$ cat config.mk
export PLATFORM = sky130hd
export DESIGN_NAME = tdm_frame_serializer
export DESIGN_NICKNAME = d
export VERILOG_FILES = /design/src/rtl/tdm_pkg.sv /design/src/rtl/tdm_frame_counter.sv /design/src/rtl/tdm_fill_sub.sv /design/src/rtl/tdm_piso.sv /design/src/rtl/tdm_frame_serializer.sv
export SDC_FILE = /design/constraint.sdc
export NUM_CORES = 1
export LEC_CHECK = 0
export BUFFER_PORTS_ARGS = -buffer_cell sky130_fd_sc_hd__buf_2
export CAP_MARGIN = 10
export CORE_MARGIN = 2
export CORE_UTILIZATION = 50
export DETAILED_ROUTE_END_ITERATION = 7
export GPL_ROUTABILITY_DRIVEN = 1
export GPL_TIMING_DRIVEN = 0
export PLACE_DENSITY = 0.72
export SETUP_SLACK_MARGIN = 0.4
export SYNTH_ARGS = -nofsm -noshare
export SYNTH_HDL_FRONTEND = slang
export SYNTH_SLANG_ARGS = --single-unit
$ cat constraint.sdc
create_clock -name clk -period 2 [get_ports clk]
set_clock_uncertainty 0.2 [all_clocks]
set_input_delay 0.6 -clock clk [delete_from_list [all_inputs] [get_ports clk]]
set_output_delay 0.6 -clock clk [all_outputs]
set_load 0.1 [all_outputs]
$ cat src/rtl/tdm_pkg.sv
package tdm_pkg;

    localparam int DEF_SLOT_BITS = 8;
    localparam int DEF_NUM_SLOTS = 32;
    localparam int DEF_FILL_CODE = 2;

    // Where the counter stands inside a timeslot
    typedef enum logic [1:0] {
        PH_SHIFT = 2'd0,   // ordinary bit time, shift one bit out
        PH_PREP  = 2'd1,   // second-to-last bit: advance the slot request
        PH_LOAD  = 2'd2    // last bit: load the next byte at its end
    } phase_e;

    typedef struct packed {
        phase_e phase;
        logic   frame_last;   // last bit time of the frame
    } tick_t;

endpackage

$ cat src/rtl/tdm_frame_counter.sv
module tdm_frame_counter
    import tdm_pkg::*;
#(
    parameter int SLOT_BITS = DEF_SLOT_BITS,
    parameter int NUM_SLOTS = DEF_NUM_SLOTS,
    localparam int BIT_W  = $clog2(SLOT_BITS),
    localparam int SLOT_W = $clog2(NUM_SLOTS)
) (
    input  logic              clk,
    input  logic              rst,
    output tick_t             tick,
    output logic [SLOT_W-1:0] slot_req,
    output logic              sync_q
);

    localparam int CNT_W = BIT_W + SLOT_W;
    localparam logic [CNT_W-1:0] LAST_POS = CNT_W'(SLOT_BITS * NUM_SLOTS - 1);
    localparam logic [BIT_W-1:0] LOAD_BIT = BIT_W'(SLOT_BITS - 1);
    localparam logic [BIT_W-1:0] PREP_BIT = BIT_W'(SLOT_BITS - 2);

    logic [CNT_W-1:0]  pos_q;
    logic [BIT_W-1:0]  bit_idx;
    logic [SLOT_W-1:0] slot_idx;

    assign bit_idx  = pos_q[BIT_W-1:0];
    assign slot_idx = pos_q[CNT_W-1:BIT_W];

    always_comb begin
        if (bit_idx == LOAD_BIT)
            tick.phase = PH_LOAD;
        else if (bit_idx == PREP_BIT)
            tick.phase = PH_PREP;
        else
            tick.phase = PH_SHIFT;
        tick.frame_last = (pos_q == LAST_POS);
    end

    always_ff @(posedge clk) begin
        if (rst) begin
            pos_q    <= '0;
            slot_req <= '0;
            sync_q   <= 1'b0;
        end else begin
            pos_q  <= pos_q + CNT_W'(1);
            sync_q <= (pos_q == LAST_POS - CNT_W'(1));
            if (tick.phase == PH_PREP)
                slot_req <= slot_idx + SLOT_W'(1);
        end
    end

endmodule

$ cat src/rtl/tdm_fill_sub.sv
module tdm_fill_sub #(
    parameter int SLOT_BITS = tdm_pkg::DEF_SLOT_BITS,
    parameter bit FILL_EN   = 1'b1,
    parameter int FILL_CODE = tdm_pkg::DEF_FILL_CODE
) (
    input  logic [SLOT_BITS-1:0] raw,
    output logic [SLOT_BITS-1:0] coded
);

    localparam logic [SLOT_BITS-1:0] FILL_V = SLOT_BITS'(FILL_CODE);

    generate
        if (FILL_EN) begin : g_fill
            always_comb coded = (raw == '0) ? FILL_V : raw;
        end else begin : g_pass
            always_comb coded = raw;
        end
    endgenerate

endmodule

$ cat src/rtl/tdm_piso.sv
module tdm_piso #(
    parameter int SLOT_BITS = tdm_pkg::DEF_SLOT_BITS
) (
    input  logic                 clk,
    input  logic                 rst,
    input  logic                 load,
    input  logic [SLOT_BITS-1:0] par_in,
    output logic                 ser_out
);

    logic [SLOT_BITS-1:0] sh_q;

    always_ff @(posedge clk) begin
        if (rst)
            sh_q <= '1;
        else if (load)
            sh_q <= par_in;
        else
            sh_q <= {sh_q[SLOT_BITS-2:0], 1'b1};
    end

    assign ser_out = sh_q[SLOT_BITS-1];

endmodule

$ cat src/rtl/tdm_frame_serializer.sv
module tdm_frame_serializer
    import tdm_pkg::*;
#(
    parameter int SLOT_BITS = DEF_SLOT_BITS,
    parameter int NUM_SLOTS = DEF_NUM_SLOTS,
    parameter bit FILL_EN   = 1'b1,
    parameter int FILL_CODE = DEF_FILL_CODE,
    localparam int SLOT_W   = $clog2(NUM_SLOTS)
) (
    input  logic                 clk,
    input  logic                 rst,
    output logic [SLOT_W-1:0]    slot_sel,
    input  logic [SLOT_BITS-1:0] slot_byte,
    output logic                 ser_data,
    output logic                 frame_sync
);

    tick_t                tick;
    logic [SLOT_BITS-1:0] coded_byte;
    logic                 load_now;

    tdm_frame_counter #(
        .SLOT_BITS (SLOT_BITS),
        .NUM_SLOTS (NUM_SLOTS)
    ) u_cnt (
        .clk      (clk),
        .rst      (rst),
        .tick     (tick),
        .slot_req (slot_sel),
        .sync_q   (frame_sync)
    );

    tdm_fill_sub #(
        .SLOT_BITS (SLOT_BITS),
        .FILL_EN   (FILL_EN),
        .FILL_CODE (FILL_CODE)
    ) u_fill (
        .raw   (slot_byte),
        .coded (coded_byte)
    );

    assign load_now = (tick.phase == PH_LOAD);

    tdm_piso #(
        .SLOT_BITS (SLOT_BITS)
    ) u_piso (
        .clk     (clk),
        .rst     (rst),
        .load    (load_now),
        .par_in  (coded_byte),
        .ser_out (ser_data)
    );

endmodule

==> impl_metrics.csv <==
group,metric,value,unit
critical_path,criticalPathCategory,"reg2out",
pwr,power.clock.fraction,39.7,%
timing,final_hold_viol_count,0,
drt,avgViaCountPerCell,5.664,
logic_synthesis,mappedNetlistNets,104,
critical_path,worst_path_dominant_cell_family,"flip-flops",
critical_path,crit_path_cell_trace,"buf_12",
final_layout,finalNetCount,130,
worst_hold_path,timing.hold.worst_endpoint,"u_piso.sh_q[0]",
critical_path,worstSetupStartpointType,"register",
final_layout,areaGrowthSynthToFinish,43.04,%
clocking,clock_transition_time_at_the_flip_flop_clock_pins_of_the_worst_setup_and_hold_paths,130,ps
logic_synthesis,postSynthAreaPerCell,9.897,um2
pwr,power.combinational.fraction,8.0,%
drt,avgRoutedWirePerCell,14.98,um
final_layout,antenna_cells_inserted,0,
worst_hold_path,hold_path_depth,3,
job,max-cap-violations,0,
critical_path,worstPathBufferInverterCount,1,
critical_path,slowest_stage_cell_on_the_critical_path,"sky130_fd_sc_hd__dfxtp_2",
logic_synthesis,ys_warn_count,0,
timing,slew_headroom,66.05,%
clocking,cts_htree_levels,1,
critical_path,max_stage_delay,380,ps
floorplan,floorplan.rows,15,
logic_synthesis,synth.cell_area,880.8,um2
final_layout,design_area,0.001260,mm2
timing,setup-violations-final,0,
critical_path,reg2regPathDepth,6,
timing,rsz0062_at_grt,"yes",
floorplan,core-area,0.001689,mm2
critical_path,timing.critical_path.arrival,870,ps
run_status,run_status,"finished clean",
timing,fin_crit,1670,ps
timing,fin_setup_tns,0,ps
logic_synthesis,synth_seq_area_share,50.00,%
place,placement.cell_area,991.0,um2
drt,drt_iter0_markers,6,
timing,min_period_over_period,83.48,%
global_route,grt_pass1_wl,2835,um
logic_synthesis,post_synth_num_cell_types,24,
floorplan,io_pins,17,
timing,hold-worst-slack,283.5,ps
logic_synthesis,netlist_instances,89,
logic_synthesis,synth_seq_cells,22,
critical_path,r2r_end,"u_cnt.slot_req[1]",
pwr,cellInternalPower,0.6809,mW
floorplan,fp.dieW,45.97,um
clocking,clk_root_buffer_cell,"sky130_fd_sc_hd__clkbuf_4",
floorplan,die-area,0.002113,mm2
critical_path,rrSetupSlack,370,ps
drt,drt_drc_violations_left,0,
drt,via_count,742,
drt,route.final.wire_length,1963,um
pwr,netSwitchingPower,0.1899,mW
place,routabilityCongestion,0.7448,
drt,final_antenna_net_count,0,
pwr,totalPowerFinal,0.8709,mW
floorplan,die_y,45.97,um
final_layout,fillerInstances,120,
clocking,tritoncts.num_buffers,3,
pwr,pwr_density_cell,691.2,mW/mm2
timing,fmaxAchievable,598.9,MHz
drt,detailedRoute.firstPassIterationCount,4,
timing,final-max-slew-violation-count,0,
clocking,cts.path.max_buffers,2,
global_route,number_of_global_route_vias_before_repair,693,
clocking,worstSkewPairLatency,320,ps
global_route,antenna_found_initial,0,
critical_path,cp_data_required_time,1200,ps
worst_hold_path,min-delay-path-class,"in2reg",
pwr,power.share.sequential,52.4,%
worst_hold_path,worstHoldStart,"slot_byte[0]",
global_route,grt_max_degree,14,
global_route,globalRouteOverflowTotal,0,
place,detailedPlacementHpwl,1116,um
pwr,cellLeakagePower,0.4695,nW
pwr,power.switching_fraction,21.81,%
critical_path,r2r_start,"u_cnt.pos_q[0]",
critical_path,timing.critical_path.to_type,"output port",
critical_path,cp_max_fo,2,
final_layout,layout-drive-gt1-share,42.11,%
clocking,cts.sink_count,22,
pwr,ir_worst_vdd,0.4924,mV
global_route,groute.usage.overall,18.92,%
floorplan,floorplan.initialDensity,52.15,%
place,io_buf_count,16,
timing,worstMarginPinSlew,509.2,ps
clocking,cts_tree,"done",
per-stage QoR:
stage	util (%)	cells	setup slack (ps)
3_5_place_dp	58.67	122	250.4
6_report	74.59	131	330.4
4_1_cts	71.70	131	326.5
3_3_place_gp	58.67	122	273.8
2_1_floorplan	-	89	409.7
5_1_grt	74.59	131	292.9
cell usage in the layout, fill, tap and decap left out, types with 5 or more instances in the layout:
cell type	n
sky130_fd_sc_hd__buf_12	7
sky130_fd_sc_hd__buf_4	5
sky130_fd_sc_hd__dfxtp_2	11
sky130_fd_sc_hd__dfxtp_1	11
sky130_fd_sc_hd__xor2_1	5
sky130_fd_sc_hd__a211o_1	6
sky130_fd_sc_hd__buf_2	9
sky130_fd_sc_hd__nor2b_1	7
sky130_fd_sc_hd__nor2_1	10
repair_timing:
item                                    4_1_cts  5_1_grt
hold buffers                                  0        0
setup buffers                                 4        0
pin swaps                                     1        5
gates cloned                                  1        0
gates resized for setup                      37       11
endpoints found under the setup margin       19       15
flip-flops by register name, indices dropped and copies added, names as in the netlist:
name	flops
u_cnt.pos_q	8
u_cnt.sync_q	1
u_piso.sh_q	8
u_cnt.slot_req	5
power groups by stage:
stage	Clock, mW	Sequential (mW)	Combinational (mW)
after floorplan	0	0.471	0.0190
after global placement	0	0.462	0.0460
after detailed placement	0	0.463	0.0467
after CTS	0.350	0.454	0.0627
after global routing	0.364	0.457	0.0762
final	0.346	0.456	0.0693
logic make-up (layout without fill, tap and decap cells):
group,after synthesis,count (layout),synth area share [%]
AND/OR/NAND/NOR,35,35,20.88
multiplexers,1,1,1.136
adder cells (fa/ha/maj),5,5,7.102
XOR/XNOR,6,6,5.966
flip-flops,22,22,50.00
AO/OA/AOI/OAI,15,15,12.22
buffers and inverters,5,30,2.699
worst max path at each step:
stage	startpoint	end	slack, ps	cells after the start
2_1_floorplan	u_cnt.pos_q[0]	u_cnt.slot_req[1]	410	6
3_3_place_gp	u_cnt.pos_q[0]	u_piso.sh_q[7]	270	5
3_5_place_dp	u_cnt.pos_q[0]	u_piso.sh_q[7]	250	5
4_1_cts	u_cnt.slot_req[2]	slot_sel[2]	330	1
5_1_grt	u_cnt.slot_req[4]	slot_sel[4]	290	1
6_report	u_cnt.slot_req[4]	slot_sel[4]	330	1
layout make-up:
class	instances	area, um2	area share (%)
buffer	4	26.28	2.085
clock buffer	3	22.52	1.787
timing repair buffer	21	226.5	17.97
clock inverter	1	30.03	2.383
inverter	1	3.754	0.2979
tap	17	21.27	1.688
multi-input combinational	62	475.5	37.74
sequential	22	454.2	36.05
cells in the mapped netlist:
master | n | area (um2)
sky130_fd_sc_hd__nand2_1 | 3 | 11.26
sky130_fd_sc_hd__a21oi_1 | 3 | 15.01
sky130_fd_sc_hd__inv_1 | 1 | 3.750
sky130_fd_sc_hd__nor3b_1 | 1 | 7.510
sky130_fd_sc_hd__buf_2 | 1 | 5.000
sky130_fd_sc_hd__buf_4 | 1 | 7.510
sky130_fd_sc_hd__nand4_1 | 2 | 12.51
sky130_fd_sc_hd__ha_1 | 5 | 62.56
sky130_fd_sc_hd__xnor2_1 | 1 | 8.760
sky130_fd_sc_hd__nand3_1 | 3 | 15.01
sky130_fd_sc_hd__mux2i_1 | 1 | 10.01
sky130_fd_sc_hd__nor2_1 | 11 | 41.29
sky130_fd_sc_hd__nor4_1 | 1 | 6.260
sky130_fd_sc_hd__and3b_1 | 1 | 8.760
sky130_fd_sc_hd__nor2b_1 | 7 | 43.79
sky130_fd_sc_hd__xor2_1 | 5 | 43.79
sky130_fd_sc_hd__or3_1 | 2 | 12.51
sky130_fd_sc_hd__o21ai_0 | 2 | 10.01
sky130_fd_sc_hd__clkbuf_1 | 2 | 7.510
sky130_fd_sc_hd__a211oi_1 | 4 | 30.03
sky130_fd_sc_hd__nand3_2 | 1 | 10.01
sky130_fd_sc_hd__nor3_1 | 3 | 15.01
sky130_fd_sc_hd__dfxtp_1 | 22 | 440.4
sky130_fd_sc_hd__a211o_1 | 6 | 52.55
layer usage:
| layer | part of all wire (%) | up-vias | GRT usage, % |
|---|---|---|---|
| li1 | - | 364 | - |
| met1 | 42 | 356 | 22.41 |
| met2 | 52 | 18 | 32.50 |
| met3 | 3.0 | 4 | 3.571 |
| met4 | 2.2 | 0 | 8.571 |
| met5 | 0 | - | 0 |
Power figures use the tool's default switching activity.
